`src/rtl/gpio_rb_pkg.sv`:
```
package gpio_rb_pkg;

    typedef enum logic [1:0] {
        OP_NONE = 2'd0,
        OP_LOAD = 2'd1,
        OP_SET  = 2'd2,
        OP_CLR  = 2'd3
    } wr_op_e;

    typedef enum logic {
        ST_IDLE = 1'b0,
        ST_RESP = 1'b1
    } bus_state_e;

    localparam int NUM_CFG  = 7;
    localparam int IDX_PIN  = 0;
    localparam int IDX_DATA = 1;
    localparam int IDX_MASK = 2;
    localparam int IDX_PULL = 3;
    localparam int IDX_FUNC = 4;
    localparam int IDX_SEL  = 5;
    localparam int IDX_DIR  = 6;
    localparam int IDX_TRIG = 7;

endpackage

```
`src/rtl/gpio_rb_decode.sv`:
```
module gpio_rb_decode
    import gpio_rb_pkg::*;
#(
    parameter int ADDR_W = 8
) (
    input  logic [ADDR_W-1:0] addr,
    output logic [NUM_CFG:0]  hit,
    output wr_op_e            op
);
    localparam int IDX_W = ADDR_W - 4;

    logic [IDX_W-1:0] idx;
    logic [3:0]       sub;

    assign idx = addr[ADDR_W-1:4];
    assign sub = addr[3:0];

    always_comb begin
        hit = '0;
        for (int k = 0; k <= NUM_CFG; k++) begin
            hit[k] = (idx == IDX_W'(k));
        end
    end

    always_comb begin
        unique case (sub)
            4'h0:    op = OP_LOAD;
            4'h4:    op = OP_SET;
            4'h8:    op = OP_CLR;
            default: op = OP_NONE;
        endcase
    end
endmodule

```
`src/rtl/gpio_rb_cfgreg.sv`:
```
module gpio_rb_cfgreg
    import gpio_rb_pkg::*;
#(
    parameter int              W    = 32,
    parameter logic [W-1:0]    IMPL = '1,
    parameter logic [W-1:0]    RST  = '0
) (
    input  logic         clk,
    input  logic         rst_n,
    input  logic         we,
    input  wr_op_e       op,
    input  logic [W-1:0] wdata,
    output logic [W-1:0] q
);
    always_ff @(posedge clk or negedge rst_n) begin
        if (!rst_n) begin
            q <= RST & IMPL;
        end else if (we) begin
            unique case (op)
                OP_LOAD: q <= wdata & IMPL;
                OP_SET:  q <= q | (wdata & IMPL);
                OP_CLR:  q <= q & ~wdata;
                default: q <= q;
            endcase
        end
    end
endmodule

```
`src/rtl/gpio_rb_sync.sv`:
```
module gpio_rb_sync #(
    parameter int W = 32
) (
    input  logic         clk,
    input  logic         rst_n,
    input  logic [W-1:0] d,
    output logic [W-1:0] q
);
    logic [W-1:0] meta;

    always_ff @(posedge clk or negedge rst_n) begin
        if (!rst_n) begin
            meta <= '0;
            q    <= '0;
        end else begin
            meta <= d;
            q    <= meta;
        end
    end
endmodule

```
`src/rtl/gpio_port_regbank.sv`:
```
module gpio_port_regbank
    import gpio_rb_pkg::*;
#(
    parameter int PORT_W    = 32,
    parameter int PIN_COUNT = 32,
    parameter int ADDR_W    = 8
) (
    input  logic                clk,
    input  logic                rst_n,
    input  logic                bus_wr_en,
    input  logic                bus_rd_en,
    input  logic [ADDR_W-1:0]   bus_addr,
    input  logic [PORT_W-1:0]   bus_wdata,
    output logic [PORT_W-1:0]   bus_rdata,
    output logic                bus_rvalid,
    input  logic [PORT_W-1:0]   pin_in,
    output logic [PORT_W-1:0]   pin_oe,
    output logic [PORT_W-1:0]   pin_out,
    output logic [PORT_W-1:0]   pin_pull_en,
    output logic [2*PORT_W-1:0] pin_func,
    output logic [PORT_W-1:0]   irq_mask,
    output logic [PORT_W-1:0]   irq_edge,
    output logic [PORT_W-1:0]   irq_high
);
    function automatic logic [PORT_W-1:0] impl_f();
        logic [PORT_W-1:0] r;
        for (int i = 0; i < PORT_W; i++) r[i] = (i < PIN_COUNT);
        return r;
    endfunction

    localparam logic [PORT_W-1:0] IMPL = impl_f();

    logic [NUM_CFG:0]  hit;
    wr_op_e            op;
    logic [PORT_W-1:0] cfg_q [NUM_CFG:1];
    logic [PORT_W-1:0] pin_sync;
    logic [PORT_W-1:0] rd_mux;
    bus_state_e        st, st_nx;

    gpio_rb_decode #(.ADDR_W(ADDR_W)) u_dec (
        .addr (bus_addr),
        .hit  (hit),
        .op   (op)
    );

    gpio_rb_sync #(.W(PORT_W)) u_sync (
        .clk   (clk),
        .rst_n (rst_n),
        .d     (pin_in),
        .q     (pin_sync)
    );

    for (genvar k = 1; k <= NUM_CFG; k++) begin : g_cfg
        localparam logic [PORT_W-1:0] RSTV =
            (k == IDX_MASK || k == IDX_PULL) ? '1 : '0;
        gpio_rb_cfgreg #(.W(PORT_W), .IMPL(IMPL), .RST(RSTV)) u_reg (
            .clk   (clk),
            .rst_n (rst_n),
            .we    (bus_wr_en & hit[k]),
            .op    (op),
            .wdata (bus_wdata),
            .q     (cfg_q[k])
        );
    end

    // Read mux: only the plain address of a register returns data
    always_comb begin
        rd_mux = '0;
        if (op == OP_LOAD) begin
            if (hit[IDX_PIN]) rd_mux = pin_sync & IMPL;
            for (int k = 1; k <= NUM_CFG; k++) begin
                if (hit[k]) rd_mux = rd_mux | cfg_q[k];
            end
        end
    end

    // Bus FSM: next state
    always_comb begin
        unique case (st)
            ST_IDLE: st_nx = bus_rd_en ? ST_RESP : ST_IDLE;
            ST_RESP: st_nx = bus_rd_en ? ST_RESP : ST_IDLE;
            default: st_nx = ST_IDLE;
        endcase
    end

    always_ff @(posedge clk or negedge rst_n) begin
        if (!rst_n) st <= ST_IDLE;
        else        st <= st_nx;
    end

    // Bus FSM: outputs
    always_ff @(posedge clk or negedge rst_n) begin
        if (!rst_n)         bus_rdata <= '0;
        else if (bus_rd_en) bus_rdata <= rd_mux;
        else                bus_rdata <= '0;
    end

    assign bus_rvalid = (st == ST_RESP);

    // Pad and interrupt controls
    assign pin_oe      = cfg_q[IDX_DIR] & ~cfg_q[IDX_FUNC];
    assign pin_out     = cfg_q[IDX_DATA];
    assign pin_pull_en = ~cfg_q[IDX_PULL] & IMPL;
    assign irq_mask    = cfg_q[IDX_MASK];
    assign irq_high    = cfg_q[IDX_DIR];
    assign irq_edge    = cfg_q[IDX_TRIG] & ~cfg_q[IDX_FUNC];

    for (genvar i = 0; i < PORT_W; i++) begin : g_func
        assign pin_func[2*i +: 2] =
            !cfg_q[IDX_FUNC][i] ? 2'd0 :
            !cfg_q[IDX_SEL][i]  ? 2'd1 :
             cfg_q[IDX_TRIG][i] ? 2'd3 : 2'd2;
    end
endmodule

```
`config.mk`:
```
export PLATFORM = sky130hd
export DESIGN_NAME = gpio_port_regbank
export DESIGN_NICKNAME = d
export VERILOG_FILES = /design/src/rtl/gpio_rb_pkg.sv /design/src/rtl/gpio_rb_decode.sv /design/src/rtl/gpio_rb_cfgreg.sv /design/src/rtl/gpio_rb_sync.sv /design/src/rtl/gpio_port_regbank.sv
export SDC_FILE = /design/constraint.sdc
export NUM_CORES = 1
export LEC_CHECK = 0
export BUFFER_PORTS_ARGS = -buffer_cell sky130_fd_sc_hd__buf_2
export CELL_PAD_IN_SITES_DETAIL_PLACEMENT = 0
export CELL_PAD_IN_SITES_GLOBAL_PLACEMENT = 1
export CORE_MARGIN = 3
export CORE_UTILIZATION = 45
export CTS_CLUSTER_SIZE = 28
export DETAILED_ROUTE_END_ITERATION = 6
export PLACE_DENSITY = 0.89
export SLEW_MARGIN = 5
export SYNTH_ARGS = -nofsm -noshare
export SYNTH_HDL_FRONTEND = slang
export SYNTH_SLANG_ARGS = --single-unit
```
`constraint.sdc`:
```
create_clock -name clk -period 1.8 [get_ports clk]
set_clock_uncertainty 0.1 [all_clocks]
set_input_delay 0 -clock clk [delete_from_list [all_inputs] [get_ports clk]]
set_output_delay 0 -clock clk [all_outputs]
set_load 0.005 [all_outputs]
```
Word level (Yosys, flattened, before mapping)
Cells that the tools add are included.
{"block": "totals", "reg_bits": 321, "input_bits": 76, "elab_cells": 188}
{"block": "classes", "n_eq_ne": 12, "mux": 122, "bitwise": 33, "reduce_logical": 10}
{"op": "one-hot mux 32 bit (3 select lines)", "count": 7}
{"op": "two-way mux 32 bit", "count": 17}
{"op": "bitwise OR 32 bit", "count": 14}
{"op": "AND 32 bit", "count": 9}
{"op": "two-way mux 2 bit", "count": 64}
{"op": "inverter 32 bit", "count": 3}
{"op": "two-way mux 1 bit", "count": 33}
{"op": "== test 4 x 3 -> 1 bit, second input constant", "count": 5}
{"op": "AND reduction 2 bit", "count": 7}
{"op": "== test 4 x 2 -> 1 bit, second input constant", "count": 2}
{"op": "zero test 4 bit", "count": 2}
{"op": "AND 1 bit", "count": 7}
{"op": "one-hot mux 2 bit (3 select lines)", "count": 1}
{"op": "== test 2 bit, second input constant", "count": 2}
{"op": "== test 4 x 1 -> 1 bit, second input constant", "count": 1}
{"op": "== test 4 bit, second input constant", "count": 1}
{"op": "nonzero test 3 bit", "count": 1}
{"op": "== test 2 x 1 -> 1 bit, second input constant", "count": 1}

Depth between registers and ports, before layout
{"block": "logic_depth", "ltp_word": 26, "ltp_mapped": 7, "mapped_depth_nobuf": 3}

Cells and area by module
A second synthesis with hierarchy kept.
{"block": "hier_totals", "cells_unflattened": 2060, "hier_area_um2": 22061.2}
{"mod": "gpio_rb_cfgreg (g_cfg[1].u_reg ...)", "n_inst": 5, "cells_per_inst": 222, "area_per_inst_um2": 2394.8}
{"mod": "gpio_rb_cfgreg (g_cfg[2].u_reg ...)", "n_inst": 2, "cells_per_inst": 222, "area_per_inst_um2": 2434.8}
{"mod": "gpio_port_regbank", "n_inst": 1, "cells_per_inst": 427, "area_per_inst_um2": 3524.6}
{"mod": "gpio_rb_sync", "n_inst": 1, "cells_per_inst": 64, "area_per_inst_um2": 1601.5}
{"mod": "gpio_rb_decode", "n_inst": 1, "cells_per_inst": 15, "area_per_inst_um2": 91.3}

Worst setup path before layout
OpenSTA, ideal clock, no wires.
{"block": "synth_timing", "path_type": "input-to-reg", "start": "input bus_addr[1]", "end": "register g_cfg[7].u_reg.q[0]", "setup_time_ps": 134, "t_arrival_ps": 1175, "t_required_ps": 1566, "setup_slack_ps": 392, "path_stages": 7, "path_buffers": 4, "path_cell_list": "buf_2 a211o_1 buf_2 buf_2 buf_2 o31ai_1 nand3_1"}
{"block": "synth_between", "elab_chain_cells": 5, "word_cells_on_any_way": 10}
{"element": "start, declared", "line_no": "gpio_port_regbank.sv:12", "rtl": "input logic [ADDR_W-1:0] bus_addr,"}
{"element": "== test 4 bit, or another cell as far along", "line_no": "gpio_rb_decode.sv:26", "rtl": "unique case (sub)"}
{"element": "one-hot mux 2 bit (3 select lines) (*)", "line_no": "gpio_rb_decode.sv:26"}
{"element": "== test 2 x 1 -> 1 bit / == test 2 bit (equally long branches)", "line_no": "gpio_rb_cfgreg.sv:19", "rtl": "unique case (op)"}
{"element": "nonzero test 3 bit (no line)"}
{"element": "AND reduction 2 bit (no line)"}
{"element": "end signal, assigned", "line_no": "gpio_rb_cfgreg.sv:20", "rtl": "OP_LOAD: q <= wdata & IMPL;"}
{"element": "end signal, assigned", "line_no": "gpio_rb_cfgreg.sv:21", "rtl": "OP_SET: q <= q | (wdata & IMPL);"}
{"element": "end signal, assigned", "line_no": "gpio_rb_cfgreg.sv:22", "rtl": "OP_CLR: q <= q & ~wdata;"}
{"element": "end, declared", "line_no": "gpio_rb_cfgreg.sv:13", "rtl": "output logic [W-1:0] q"}
Every way passes the cells marked *; elsewhere a longest branch is shown, timed or not.
A chain may end at the register's enable or synchronous reset.

Worst setup path after layout
{"block": "layout_timing", "start": "input bus_addr[0]", "end": "register g_cfg[3].u_reg.q[21]"}
{"block": "layout_between", "elab_chain_cells": 5, "word_cells_on_any_way": 10}
{"element": "== test 4 bit, or another cell as far along", "line_no": "gpio_rb_decode.sv:26"}
{"element": "one-hot mux 2 bit (3 select lines) (*)", "line_no": "gpio_rb_decode.sv:26"}
{"element": "== test 2 x 1 -> 1 bit / == test 2 bit (equally long branches)", "line_no": "gpio_rb_cfgreg.sv:19"}
{"element": "nonzero test 3 bit (no line)"}
{"element": "AND reduction 2 bit (no line)"}
{"element": "end signal, assigned", "line_no": "gpio_rb_cfgreg.sv:20"}
{"element": "end signal, assigned", "line_no": "gpio_rb_cfgreg.sv:21"}
{"element": "end signal, assigned", "line_no": "gpio_rb_cfgreg.sv:22"}
{"element": "end, declared", "line_no": "gpio_rb_cfgreg.sv:13"}
Marks and branches as above.

==> run_results.csv <==
group,metric,value,unit
cells_and_area,num-fill-cells,3553,
sta,fin_tns_setup,0,ns
clocking,htreeDepth,2,
placement,dp_hpwl,39700,um
sta,worst_slack,0.180,ns
logic_synthesis,ys_types,33,
sta,hold_viol_final,1,
die,die_x,207,um
logic_synthesis,syn-num-nets,2080,
sta,slew_headroom,0.413,
drt,wirelength,65700,um
sta,rsz0062_at_grt,"false",
clocking,max-clock-path-buffers,3,
power,p_leak,0.0100,uW
placement,pre_cts_slack,0.164,ns
logic_synthesis,synth_seq_cells,321,
placement,place_area,20200,um^2
cells_and_area,drive_gt1_frac,0.258,
grt,first_global_vias,17601,
cells_and_area,syn_to_final_growth,23.3,%
cells_and_area,final_common_cell,"nand3_1",
cells_and_area,layout.cells.most_common_list,"nand3_1 (672), buf_2 (362), dfrtp_1 (257)",
grt,grt_pass1_wl,103000,um
outcome,violations,"hold timing",
clocking,clk_latency,0.54,ns
grt,grt_util_all_layers,0.295,
setup_path,endpoint_kind,"flop",
logic_synthesis,syn_area,18200,um^2
clocking,clock_sinks,321,
die,core_area,39800,um^2
logic_synthesis,ys_warn_count,0,
logic_synthesis,ys_seq_area_frac,0.446,
drt,antenna_left,0,
clocking,cts_tree,"built",
clocking,clock-root-buffer,"clkbuf_16",
sta,finalWorstPathRequiredPeriod,1.62,ns
grt,antenna_found_initial,4,
setup_path,critical_path_class,"input port to flop",
power,ir_worst_vdd,0.752,mV
setup_path,required,2.18,ns
setup_path,cp-start-kind,"input port",
die,fp.dieH,207,um
grt,overflow,0,
hold_path,hp-class,"input port to flop",
cells_and_area,layout.nets,2362,
sta,drv_slew,0,
hold_path,hold_depth,5,
drt,viasPerCell,6.29,
setup_path,reg2reg_depth,3,
clocking,cts_made_buffers,37,
cells_and_area,final_area,22500,um^2
logic_synthesis,netlist_instances,2004,
die,die_area,42900,um^2
logic_synthesis,avgSynthCellArea,9.09,um^2
job,maxCapViolCount,0,
placement,gp_congestion,0.812,
die,rows,73,
placement,port_buffers,364,
sta,tightest_slew,0.874,ns
setup_path,crit_fanout,9,
sta,fin_crit_sh,0.900,
drt,dr.pass1.iters,5,
drt,avgRoutedWirePerCell,23.2,um
outcome,outcome,"complete, but fails checks",
sta,setup_viol,0,
drt,drc_errors,0,
drt,vias,17851,
grt,grt_max_degree,106,
clocking,clkTransAtPathRegs,0.06,ns
setup_path,arrival,2.00,ns
power,power_density,1430,nW/um^2
sta,max_clock_freq,617,MHz
die,start_util,0.457,
drt,drt_iter0_drc,1941,
sta,whs,-0.0289,ns
die,ios,365,
## logic make-up (layout without fill, tap and decap cells)
kind of cell	count (synthesis)	in the layout	share of synthesized area
flip-flops	321	321	0.446
buffers and inverters	383	690	0.107
other	0	3	0
AO/OA/AOI/OAI	353	353	0.146
multiplexers	128	128	0.0704
XOR/XNOR	1	1	0.000893
AND/OR/NAND/NOR	818	818	0.231
## through the flow
stage	hold slack [ns]	util	total power, uW	std cells
floorplan	-0.396	-	19900	2004
global placement	-0.143	0.507	23600	2667
detailed placement	-0.144	0.507	24200	2667
CTS	0.00216	0.564	32100	2836
global route	0.00644	0.564	34000	2838
finish	-0.0289	0.564	32000	2839
## cell type report
| cell class | instances | area, um^2 | share of cell area |
|---|---|---|---|
| Clock buffer | 57 | 1130 | 0.0504 |
| Tap cell | 525 | 657 | 0.0292 |
| Multi-Input combinational cell | 1300 | 8230 | 0.366 |
| Timing Repair Buffer | 562 | 4000 | 0.178 |
| Antenna cell | 3 | 7.51 | 0.000334 |
| Sequential cell | 321 | 8110 | 0.361 |
| Inverter | 64 | 240 | 0.0107 |
| Clock inverter | 7 | 85.1 | 0.00379 |
## report_power, final
part,total (uW),internal [uW],switching (uW)
clock,7620,4590,3030
combinational,10100,5110,5020
sequential,14300,10400,3910
total,32000,20100,12000
## registers in the layout (all words and copies together) (netlist names)
signal         flops
bus_rdata         32
u_sync.q          32
bus_rvalid         1
u_sync.meta       32
g_cfg.u_reg.q    224
## synthesized netlist by cell type
cell type  count  area (um^2)
nor4b_1        1         8.76
a21boi_0      32          240
nor3_1        32          160
nor2b_1       32          200
and2_1        32          200
a21oi_1       32          160
nand3_1      672         3360
and4b_1        1         10.0
mux2i_1      128         1280
nor4_1         1         6.26
and4bb_2       1         12.5
dfrtp_1      257         6430
nor2_1        32          120
inv_1         64          240
nor4bb_1       1         10.0
nor4b_2        1         15.0
clkbuf_2       2         10.0
o31ai_1      224         1680
buf_2         88          440
nand2b_1       1         6.26
buf_6          4         45.0
buf_1         17         63.8
nand3b_1       2         15.0
buf_4         97          728
nor4_4         1         21.3
or3b_1         4         35.0
xor2_2         1         16.3
dfstp_2       64         1680
or3_1          2         12.5
nand2_1        2         7.51
o22a_1        64          561
a211o_1        1         8.76
clkbuf_1     111          417
## timing repair
item / in CTS / in global routing
endpoints found under the hold margin: 558 / 5
hold buffers: 105 / 1
buffers inserted: 0 / 0
setup endpoints to repair: 0 / 1
resized for setup: 0 / 0
## worst max-delay path, stage by stage
cell	delay, ns
buf_2	0.17
dlygate4sd3_1	0.65
nor3_1	0.39
nand3_1	0.12
dlygate4sd3_1	0.57
nand3_1	0.08
## per-layer routing
layer	up-vias	GRT usage	share of wire
met3	154	0.0660	0.096
met2	1060	0.453	0.46
met5	-	0	0.00038
met4	4	0.0988	0.029
met1	8849	0.416	0.41
li1	7784	-	-
## final timing paths
kind                       slack [ns]                                to                             start
max                              0.18  g_cfg[3].u_reg.q[21]$_DFFE_PN1P_                       bus_addr[0]
min                             -0.03  g_cfg[2].u_reg.q[21]$_DFFE_PN1P_                       bus_addr[2]
max reg2reg                      0.32  g_cfg[3].u_reg.q[22]$_DFFE_PN1P_  g_cfg[3].u_reg.q[22]$_DFFE_PN1P_
min reg2reg                      0.25             u_sync.q[4]$_DFF_PN0_          u_sync.meta[4]$_DFF_PN0_
max in group asynchronous        1.05   g_cfg[2].u_reg.q[8]$_DFFE_PN1P_                             rst_n
min in group asynchronous        0.09  g_cfg[2].u_reg.q[26]$_DFFE_PN1P_                             rst_n
Power figures use the tool's default switching activity.
